## src/rtl/fir_pkg.sv

```systemverilog
package fir_pkg;
   // interrupt status bit positions
   localparam int INT_RST  = 4;
   localparam int INT_ERS  = 5;
   localparam int INT_PRG  = 6;
   localparam int INT_LD   = 7;
   localparam int INT_PEND = 15;
   // controller status error positions
   localparam int ERR_CMD = 10;
   localparam int ERR_ERS = 11;
   localparam int ERR_PRG = 12;
   localparam int ERR_LD  = 13;
   // configuration bits
   localparam int CFG_POL = 6;
   localparam int CFG_RDY = 7;

   typedef struct packed {
      logic load;
      logic prog;
      logic erase;
      logic rst;
      logic gen;
   } fir_evt_t;

   typedef struct packed {
      logic cmd;
      logic erase;
      logic prog;
      logic load;
   } fir_err_t;
endpackage

```

## src/rtl/fir_int_status.sv

```systemverilog
module fir_int_status
   import fir_pkg::*;
#(
   parameter int DATA_W = 16,
   parameter logic [DATA_W-1:0] COLD_INTS = 16'h8080,
   parameter logic [DATA_W-1:0] WARM_INTS = 16'h8010
) (
   input  logic              clk,
   input  logic              rst_n,
   input  logic              warm,
   input  logic              wr_ints,
   input  logic [DATA_W-1:0] wdata,
   input  fir_evt_t          evt,
   input  fir_err_t          err,
   output logic [DATA_W-1:0] ints,
   output logic [DATA_W-1:0] stat
);
   localparam logic [DATA_W-1:0] ERR_MASK =
      DATA_W'((1 << ERR_CMD) | (1 << ERR_ERS) | (1 << ERR_PRG) | (1 << ERR_LD));

   logic [DATA_W-1:0] masked, set_bits, err_bits, ints_n, stat_n;
   logic              wipe;

   always_comb begin
      masked   = wr_ints ? (ints & wdata) : ints;
      set_bits = '0;
      set_bits[INT_LD]   = evt.load;
      set_bits[INT_PRG]  = evt.prog;
      set_bits[INT_ERS]  = evt.erase;
      set_bits[INT_RST]  = evt.rst;
      set_bits[INT_PEND] = |evt;
      err_bits = '0;
      err_bits[ERR_CMD] = err.cmd;
      err_bits[ERR_ERS] = err.erase;
      err_bits[ERR_PRG] = err.prog;
      err_bits[ERR_LD]  = err.load;
      wipe   = wr_ints & ~masked[INT_PEND];
      ints_n = masked | set_bits;
      stat_n = (wipe ? (stat & ~ERR_MASK) : stat) | err_bits;
   end

   always_ff @(posedge clk or negedge rst_n) begin
      if (!rst_n) begin
         ints <= COLD_INTS;
         stat <= '0;
      end else if (warm) begin
         ints <= WARM_INTS;
         stat <= '0;
      end else begin
         ints <= ints_n;
         stat <= stat_n;
      end
   end

   assert_load_sets_R2: assert property (@(posedge clk) disable iff (!rst_n)
      (evt.load && !warm) |=> (ints[INT_LD] && ints[INT_PEND]));

   assert_err_kept_R3: assert property (@(posedge clk) disable iff (!rst_n)
      (err.prog && !warm) |=> stat[ERR_PRG]);

   assert_err_wipe_R5: assert property (@(posedge clk) disable iff (!rst_n)
      (wr_ints && !wdata[INT_PEND] && err == '0 && !warm) |=> (stat[ERR_LD:ERR_CMD] == '0));

   assert_warm_values_R11: assert property (@(posedge clk) disable iff (!rst_n)
      warm |=> (ints == WARM_INTS && stat == '0));
endmodule

```

## src/rtl/fir_cfg_reg.sv

```systemverilog
module fir_cfg_reg
   import fir_pkg::*;
#(
   parameter int DATA_W = 16,
   parameter logic [DATA_W-1:0] RST_CFG = 16'h40C0
) (
   input  logic              clk,
   input  logic              rst_n,
   input  logic              warm,
   input  logic              wr_cfg,
   input  logic [DATA_W-1:0] wdata,
   output logic [DATA_W-1:0] cfg,
   output logic              ready
);
   always_ff @(posedge clk or negedge rst_n) begin
      if (!rst_n) begin
         cfg   <= RST_CFG;
         ready <= 1'b1;
      end else if (warm) begin
         cfg   <= RST_CFG;
         ready <= 1'b1;
      end else if (wr_cfg) begin
         cfg   <= wdata;
         ready <= wdata[CFG_RDY];
      end
   end

   assert_ready_follows_R10: assert property (@(posedge clk) disable iff (!rst_n)
      (wr_cfg && !warm) |=> (ready == $past(wdata[CFG_RDY])));
endmodule

```

## src/rtl/fir_irq_out.sv

```systemverilog
module fir_irq_out #(
   parameter bit IRQ_REG = 1'b1
) (
   input  logic clk,
   input  logic rst_n,
   input  logic pend,
   input  logic pol,
   output logic irq
);
   logic level;
   assign level = pend ^ ~pol;

   generate
      if (IRQ_REG) begin : g_reg
         logic irq_q;
         always_ff @(posedge clk or negedge rst_n) begin
            if (!rst_n) irq_q <= 1'b1;
            else        irq_q <= level;
         end
         assign irq = irq_q;

         assert_irq_lag_R7: assert property (@(posedge clk) disable iff (!rst_n)
            irq == $past(pend ^ ~pol));
      end else begin : g_comb
         assign irq = level;
      end
   endgenerate
endmodule

```

## src/rtl/fir_cmd_gate.sv

```systemverilog
module fir_cmd_gate #(
   parameter int DATA_W = 16
) (
   input  logic              clk,
   input  logic              rst_n,
   input  logic              warm,
   input  logic              wr_cmd,
   input  logic [DATA_W-1:0] wdata,
   input  logic              pend,
   output logic [DATA_W-1:0] cmd,
   output logic              go
);
   logic take;
   assign take = wr_cmd & ~pend & ~warm;

   always_ff @(posedge clk or negedge rst_n) begin
      if (!rst_n) begin
         cmd <= '0;
         go  <= 1'b0;
      end else begin
         go <= take;
         if (warm)      cmd <= '0;
         else if (take) cmd <= wdata;
      end
   end

   assert_cmd_refused_R8: assert property (@(posedge clk) disable iff (!rst_n)
      (wr_cmd && pend) |=> (!go && $stable(cmd)));
endmodule

```

## src/rtl/flash_irq_regs.sv

```systemverilog
module flash_irq_regs
   import fir_pkg::*;
#(
   parameter int DATA_W = 16,
   parameter int ADDR_W = 2,
   parameter bit IRQ_REG = 1'b1,
   parameter logic [ADDR_W-1:0] A_CMD  = 2'd0,
   parameter logic [ADDR_W-1:0] A_CFG  = 2'd1,
   parameter logic [ADDR_W-1:0] A_STAT = 2'd2,
   parameter logic [ADDR_W-1:0] A_INTS = 2'd3
) (
   input  logic              clk,
   input  logic              rst_n,
   input  logic              warm_rst,
   input  logic              reg_wr,
   input  logic [ADDR_W-1:0] reg_addr,
   input  logic [DATA_W-1:0] reg_wdata,
   output logic [DATA_W-1:0] reg_rdata,
   input  logic              evt_load,
   input  logic              evt_prog,
   input  logic              evt_erase,
   input  logic              evt_reset,
   input  logic              evt_gen,
   input  logic              err_cmd,
   input  logic              err_erase,
   input  logic              err_prog,
   input  logic              err_load,
   output logic              irq,
   output logic              ready,
   output logic              cmd_go,
   output logic [DATA_W-1:0] cmd_code
);
   localparam logic [DATA_W-1:0] CFG_RD_MASK = ~DATA_W'(5'h1F);

   generate
      if (DATA_W != 16) begin : g_bad_width
         $error("flash_irq_regs: DATA_W must be 16");
      end
      if (ADDR_W < 2) begin : g_bad_addr
         $error("flash_irq_regs: ADDR_W must be at least 2");
      end
   endgenerate

   fir_evt_t          evt;
   fir_err_t          err;
   logic [DATA_W-1:0] ints, stat, cfg;
   logic              wr_cmd, wr_cfg, wr_ints;

   assign evt = '{load: evt_load, prog: evt_prog, erase: evt_erase, rst: evt_reset, gen: evt_gen};
   assign err = '{cmd: err_cmd, erase: err_erase, prog: err_prog, load: err_load};

   assign wr_cmd  = reg_wr && (reg_addr == A_CMD);
   assign wr_cfg  = reg_wr && (reg_addr == A_CFG);
   assign wr_ints = reg_wr && (reg_addr == A_INTS);

   fir_int_status #(.DATA_W(DATA_W)) u_ints (
      .clk(clk), .rst_n(rst_n), .warm(warm_rst), .wr_ints(wr_ints),
      .wdata(reg_wdata), .evt(evt), .err(err), .ints(ints), .stat(stat));

   fir_cfg_reg #(.DATA_W(DATA_W)) u_cfg (
      .clk(clk), .rst_n(rst_n), .warm(warm_rst), .wr_cfg(wr_cfg),
      .wdata(reg_wdata), .cfg(cfg), .ready(ready));

   fir_irq_out #(.IRQ_REG(IRQ_REG)) u_irq (
      .clk(clk), .rst_n(rst_n), .pend(ints[INT_PEND]), .pol(cfg[CFG_POL]), .irq(irq));

   fir_cmd_gate #(.DATA_W(DATA_W)) u_cmd (
      .clk(clk), .rst_n(rst_n), .warm(warm_rst), .wr_cmd(wr_cmd),
      .wdata(reg_wdata), .pend(ints[INT_PEND]), .cmd(cmd_code), .go(cmd_go));

   always_comb begin
      reg_rdata = '0;
      if (reg_addr == A_CMD)       reg_rdata = cmd_code;
      else if (reg_addr == A_CFG)  reg_rdata = cfg & CFG_RD_MASK;
      else if (reg_addr == A_STAT) reg_rdata = stat;
      else if (reg_addr == A_INTS) reg_rdata = ints;
   end
endmodule

```

## config.mk

```make
export PLATFORM = sky130hd
export DESIGN_NAME = flash_irq_regs
export DESIGN_NICKNAME = d
export VERILOG_FILES = /design/src/rtl/fir_pkg.sv /design/src/rtl/fir_int_status.sv /design/src/rtl/fir_cfg_reg.sv /design/src/rtl/fir_irq_out.sv /design/src/rtl/fir_cmd_gate.sv /design/src/rtl/flash_irq_regs.sv
export SDC_FILE = /design/constraint.sdc
export NUM_CORES = 1
export LEC_CHECK = 0
export ABC_AREA = 0
export BUFFER_PORTS_ARGS = -buffer_cell sky130_fd_sc_hd__buf_2
export CAP_MARGIN = 20
export CORE_MARGIN = 2
export CORE_UTILIZATION = 35
export DETAILED_ROUTE_END_ITERATION = 7
export SLEW_MARGIN = 10
export SYNTH_ARGS = -nofsm -noshare
export SYNTH_HDL_FRONTEND = slang
export SYNTH_HIERARCHICAL = 1
export SYNTH_SLANG_ARGS = --single-unit
export TNS_END_PERCENT = 10
```

## constraint.sdc

```tcl
create_clock -name clk -period 2.4 [get_ports clk]
set_clock_uncertainty 0.15 [all_clocks]
set_input_delay 0.72 -clock clk [delete_from_list [all_inputs] [get_ports clk]]
set_output_delay 0.72 -clock clk [all_outputs]
set_load 0.01 [all_outputs]
```

Word-level counts from Yosys, hierarchy flattened
Index checks and enable logic that the tools add are counted.

word-level totals
  register bits after elaboration = 67
  bits of input ports = 31
  output and inout bits = 35
  word-level logic and storage cells = 42

cells by class
  equality and inequality tests = 3
  mux-type cells = 14
  bitwise gates (word level) = 11
  reductions and logical operators = 7

operator list
  kind                number
  $mux 16             11
  $and 16x16->16      1
  $or 16x14->16       1
  $or 16x16->16       1
  $mux 14             1
  $reduce_or 5->1     1
  $eq 2x2->1 const B  2
  $not 1->1           4
  $reduce_bool 2->1   2
  $and 1x1->1         3
  $logic_and 1x1->1   3
  $eq 2x1->1 const B  1
  $logic_not 2->1     1
  $mux 1              2
  $xor 1x1->1         1

Depth between registers and ports, before layout
Gate-level depths: netlist (run 1).

  depth after elaboration = 8
  depth in mapped cells = 6
  gate-level depth less buffers = 4

By module
The synthesis (run 1) kept the hierarchy.

by module, submodules not included
  module          times used  cells an instance  area an instance (um2)  seq. area each (um2)
  fir_cmd_gate    1           73                 880.8                   425.4
  fir_int_status  1           73                 865.8                   503.0
  fir_cfg_reg     1           53                 676.9                   404.1
  flash_irq_regs  1           29                 409.1                   0.0
  fir_irq_out     1           2                  35.0                    26.3

Worst setup path after synthesis (run 1)
No wires, ideal clock.

  path kind = input-to-output
  start = in reg_addr[0]
  end = out reg_rdata[10]
  arrival time = 1,406 ps
  required time = 1,530 ps
  setup slack = 124 ps
  stages = 2
  cell sequence = buf_6 -> mux4_2

on the way
  longest elaborated chain between the ends = 5

ends and longest elaborated chain
  what         RTL line              source
  from (decl)  flash_irq_regs.sv:16  input logic [ADDR_W-1:0] reg_addr,
  $eq 2x2->1   flash_irq_regs.sv:76  else if (reg_addr == A_INTS) reg_rdata = ints;
  $mux 16      flash_irq_regs.sv:76
  $mux 16      flash_irq_regs.sv:75  else if (reg_addr == A_STAT) reg_rdata = stat;
  $mux 16      flash_irq_regs.sv:74  else if (reg_addr == A_CFG) reg_rdata = cfg & CFG_RD_MASK;
  $mux 16 *    flash_irq_regs.sv:73  if (reg_addr == A_CMD) reg_rdata = cmd_code;
  to (decl)    flash_irq_regs.sv:18  output logic [DATA_W-1:0] reg_rdata,

Every way passes the cells marked *; elsewhere a longest branch is shown, timed or not.

Worst setup path in the final report (run 1)
  start = in reg_addr[0]
  end = out reg_rdata[5]

The elaborated chain is that of the path after synthesis.

==> results of run 1 <==
[metrics by stage]
step | setup TNS [ns] | hold WS (ns)
floorplan | 0 | 0.274
global placement | -1.91 | 0.324
detailed placement | -2.14 | 0.335
CTS | -0.966 | 0.249
global route | -1.36 | 0.262
finish | -0.857 | 0.245
[cell type report]
class / instances / area, um2
Tap cell: 99 / 124
Clock buffer: 6 / 72.6
Timing Repair Buffer: 78 / 514
Clock inverter: 2 / 10.0
Multi-Input combinational cell: 142 / 1230
Inverter: 5 / 18.8
Sequential cell: 49 / 1230
Fill cell: 711 / 4130
[worst max-delay path: stages]
cell	delay, ns
buf_12	0.09
buf_12	0.14
mux4_2	0.51
buf_6	0.14
[metal layers]
layer | vias up | global-route usage (%)
met2 | 34 | 27.1
met5 | - | 0
met3 | 9 | 2.49
li1 | 893 | -
met4 | 0 | 5.30
met1 | 943 | 21.3
[registers in the layout, indices dropped and copies added (netlist names)]
signal / count
u_cfg/cfg: 11
u_cmd/cmd: 16
u_cmd/go: 1
u_ints/ints: 16
u_ints/stat: 4
u_irq/irq: 1
[power by group through the flow]
stage / Sequential [uW] / Clock, uW / Combinational (uW)
after global routing: 856 / 520 / 252
after detailed placement: 869 / 0 / 218
final: 853 / 473 / 229
after global placement: 869 / 0 / 216
after floorplan: 867 / 0 / 135
after CTS: 854 / 488 / 231
[path summary, 6_finish.rpt]
path	slack (ns)	from	to
worst max-delay path	-0.08	reg_addr[0]	reg_rdata[5]
worst min-delay path	0.25	rst_n	u_ints/ints[11]
worst max register to register	0.89	u_ints/ints[15]	u_cmd/go
worst min register to register	0.35	u_ints/ints[4]	u_ints/ints[4]
max in group asynchronous	1.53	rst_n	u_cfg/cfg[14]
min in group clk	0.35	u_ints/ints[4]	u_ints/ints[4]
[what timing repair did]
item / 4_1_cts / 5_1_grt
pin swaps: 1 / 0
setup endpoints to repair: 16 / 16
gates cloned: 1 / 0
gates resized for setup: 7 / 2
==> out/results.ini, run 1 <==
[floorplanning]
start_util_pct=36.5
core_um2=7330
fp.dieH_um=91.4
num_rows=31
dieArea_um2=8350
die_width_um=91.4
ioPinCount=66

[pwr]
p_leak_uw=0.00159
power.net_switching_uw=397
internal_power_uw=1160
clock_power_share_pct=30.4
swShare_pct=25.5
power_uw=1560
powerDensity_nw_per_um2=486
ir_worst_vdd_v=0.000226
power_frac_seq_pct=54.8
comb_power_share_pct=14.7

[clock_tree]
clock_path_buffers=2
cts_made_buffers=5
tritoncts=built
cts.reportedPaths.clkPinSlew_ns=0.09
hold_buffers=0
clockRootBuffer=clkbuf_8
cts_setup_buffers=0
clkLatencyLatePin_ns=0.30
ctsHtreeMaxLevel=2
clock-sinks=49

[detailed_routing]
met3_length_um=175
drtAntennaViolNets=0
highest_layer=met4
vias_per_cell=4.93
drt_iter0_drc=82
wl_met2_um=3130
wl_per_cell_um=16.8
vias=1879
drc=0
drt_wl_total_um=6400
wl_met1_um=3000
drt_pre_antenna_iters=4

[placed_design]
dp_cells=372
place_area_um2=3060
place_ws_ns=-0.147
place_hpwl_um=4330
gp_congestion=0.709
portBuffers=65

[critical_path]
worstSetupStartpointType=input pin
worstPathArrival_ns=1.61
cp_max_fo=7
cp.required_ns=1.53
rr_worst_depth=3
worstSetupPathType=input pin to primary output
end_kind=primary output

[synthesis]
synth_area_um2=2670
ys_warn_count=6
syn-instance-count=215
syn_avg_cell_area_um2=12.4

[sta]
setup_slack_ns=-0.0768
timing.final.crit_share_pct=103
fmax_ghz=0.404
rsz0062_at_grt=true
hold_viol=0
maxSlewViolCount=0
finalSetupViolCount=16
fin_crit_ns=2.48

[global_route]
grt_pass1_vias=1911
grt_pass1_wl_um=10400
grt_use_total_pct=16.2
overflow=0
grt_max_degree=31
antenna_found_initial=0

[hold_path]
hold_path_class=input pin to asynchronous set/reset pin

[final_layout]
final_core_util_pct=43.7
fin_area_um2=3200
layout_commonest_cell=buf_2
synthToLayoutAreaGrowth_pct=19.7
fin_nets=312
final_cell_mix=61 x buf_2, 43 x dfrtp_1, 16 x nand2b_1, 16 x nand4bb_1, 13 x nor2_1
drive_gt1_share_pct=43.6
diodes=0
stdcell_count=381

[run_status]
violations=setup timing
status=finished with violations

[run]
cap_violations=0

No activity file was read; power rests on OpenSTA's default activity.
==> inputs of run 2 (changes only) <==
Settings changed: PLACE_DENSITY set to 0.59.
==> out/results.ini, run 2 (synthesis results as in run 1) <==
[run_status]
status=finished with violations
violations=setup timing

[global_route]
grt_pass1_vias=2007  ; +5.0%
grt_pass1_wl_um=10900  ; +4.4%
grt_max_degree=28  ; -9.7%
antenna_found_initial=0  ; unchanged
overflow=0  ; unchanged
grt_use_total_pct=16.8  ; +0.64 points

[critical_path]
rr_worst_depth=3  ; unchanged
path_common_cell=buf_12
cp.required_ns=1.53  ; about the same
startpoint=reg_addr[0]
worstSetupPathType=input pin to primary output
crit_family=multiplexers
critical-path-max-stage-delay_ns=0.51  ; about the same
path_buf_inv=4  ; +1
r2r-end=u_cmd/go
cp.depth=5  ; +1
worstPathArrival_ns=1.69  ; +0.08 ns
r2r-start=u_ints/ints[15]
r2r_slack_ns=0.85  ; -0.04 ns
path_cells=buf_12 -> buf_12 -> buf_12 -> mux4_2 -> buf_6
end_kind=primary output
cp_slowest_cell=mux4_2
cp_max_fo=5  ; -2
cp-endpoint=reg_rdata[5]
worstSetupStartpointType=input pin

[hold_path]
hold_path_class=input pin to asynchronous set/reset pin

[floorplanning]
core_um2=7330  ; unchanged
fp.dieH_um=91.4  ; unchanged
start_util_pct=36.5  ; unchanged
dieArea_um2=8350  ; unchanged
ioPinCount=66  ; unchanged
die_width_um=91.4  ; unchanged
num_rows=31  ; unchanged

[pwr]
p_leak_uw=0.00162  ; +1.7%
ir_worst_vdd_v=0.000180  ; -20%
powerDensity_nw_per_um2=479  ; -1.4%

[detailed_routing]
drt_iter0_drc=93  ; +13%
drtAntennaViolNets=0  ; unchanged
drc=0  ; unchanged
wl_per_cell_um=17.3  ; +3.1%
vias=1891  ; +0.64%
vias_per_cell=4.94  ; +0.11%
drt_pre_antenna_iters=4  ; unchanged
drt_wl_total_um=6630  ; +3.6%

[final_layout]
final_cell_mix=56 x buf_2, 43 x dfrtp_1, 16 x nand2b_1, 16 x nand4bb_1, 14 x nor2_1
multi_input_area_um2=1230  ; -0.20%
fin_nets=314  ; +0.64%
regArea_um2=1230  ; unchanged
layout_commonest_cell=buf_2
synthToLayoutAreaGrowth_pct=22.8
reg_top3=u_cmd/cmd: 16 flops, u_ints/ints: 16 flops, u_cfg/cfg: 11 flops
drive_gt1_share_pct=43.0  ; -0.66 points
diodes=0  ; unchanged
stdcell_count=383  ; +0.52%
nFillCells=706  ; -0.70%

[sta]
hold_viol=0  ; unchanged
fin_crit_ns=2.56  ; +0.0835 ns
hold_ws_ns=0.149  ; -0.0963 ns
rsz0062_at_grt=true
finalSetupViolCount=16  ; unchanged
fmax_ghz=0.391  ; -3.3%
maxSlewViolCount=0  ; unchanged
setup_slack_ns=-0.160  ; -0.0835 ns
timing.final.crit_share_pct=107  ; +3.5 points

[clock_tree]
ctsHtreeMaxLevel=2  ; unchanged
clock_path_buffers=2  ; unchanged
clkLatencyLatePin_ns=0.29  ; about the same
cts.reportedPaths.clkPinSlew_ns=0.09  ; about the same
hold_buffers=0  ; unchanged
clockRootBuffer=clkbuf_8
clock-sinks=49  ; unchanged
cts_made_buffers=5  ; unchanged
tritoncts=built

[placed_design]
place_hpwl_um=4410  ; +1.8%
portBuffers=65  ; unchanged
gp_congestion=0.711  ; +0.31%
dp_cells=372  ; unchanged

[run]
cap_violations=0  ; unchanged

-- run 2: changes by cell type in the layout (fill, tap and decap cells not counted) --
| cell | delta |
|---|---|
| buf_4 | -2 |
| clkinv_2 | -2 |
| nor2_1 | +1 |
| buf_6 | +6 |
| clkbuf_1 | +2 |
| nor2_2 | -1 |
| buf_2 | -5 |
| buf_12 | +3 |
-- run 2: layout make-up --
type | instances | area share, %
inverter | 5 | 0.571
timing repair buffer | 80 | 18.3
tap | 99 | 3.77
sequential | 49 | 37.6
clock buffer | 8 | 2.44
multi-input combinational | 142 | 37.3
-- run 2: worst min-delay path by stage --
stage,start,end,slack [ns]
after floorplan,rst_n,u_cfg/cfg[10],0.27
after global placement,u_ints/ints[4],u_ints/ints[4],0.33
after detailed placement,u_ints/ints[4],u_ints/ints[4],0.33
after CTS,rst_n,u_ints/stat[12],0.15
after global routing,rst_n,u_ints/ints[9],0.14
final,rst_n,u_ints/stat[12],0.15
-- run 2: layer usage --
metal	vias up	share of wire, %	global-route usage, %
li1	895	-	-
met1	941	45	21.4
met2	45	50	28.2
met3	10	3.4	3.15
met4	0	2.2	6.44
met5	-	0	0
-- run 2: power breakdown --
| group | switching, uW | internal (uW) | leakage, uW | total, uW |
|---|---|---|---|---|
| logic | 122 | 128 | 0.000931 | 251 |
| registers | 8.24 | 845 | 0.000649 | 853 |
| clock network | 263 | 208 | 0.0000395 | 471 |
| total | 394 | 1180 | 0.00162 | 1570 |
-- run 2: worst reg2reg max path: stages, from the launching register on --
cell and delay (ns):
dfstp_2 0.55, buf_4 0.24, and2b_4 0.33, nor2b_1 0.16
-- run 2: metrics by stage --
| step | total power, uW | instance area [um2] | setup WS (ns) | util (%) | setup TNS (ns) |
|---|---|---|---|---|---|
| global placement | 1090 | 3070 | -0.244 | 41.9 | -2.27 |
| CTS | 1600 | 3280 | -0.168 | 44.7 | -1.78 |
| global route | 1660 | 3280 | -0.191 | 44.8 | -2.27 |
| detailed placement | 1090 | 3070 | -0.253 | 41.9 | -2.44 |
| finish | 1570 | 3280 | -0.160 | 44.8 | -1.64 |
| floorplan | 1000 | 2720 | 0.124 | - | 0 |
-- run 2: repair_timing --
item / CTS / global route
pin swaps: 1 / 0
endpoints found under the setup margin: 16 / 16
setup buffers: 2 / 0
cloned: 1 / 0
gates resized for setup: 13 / 1
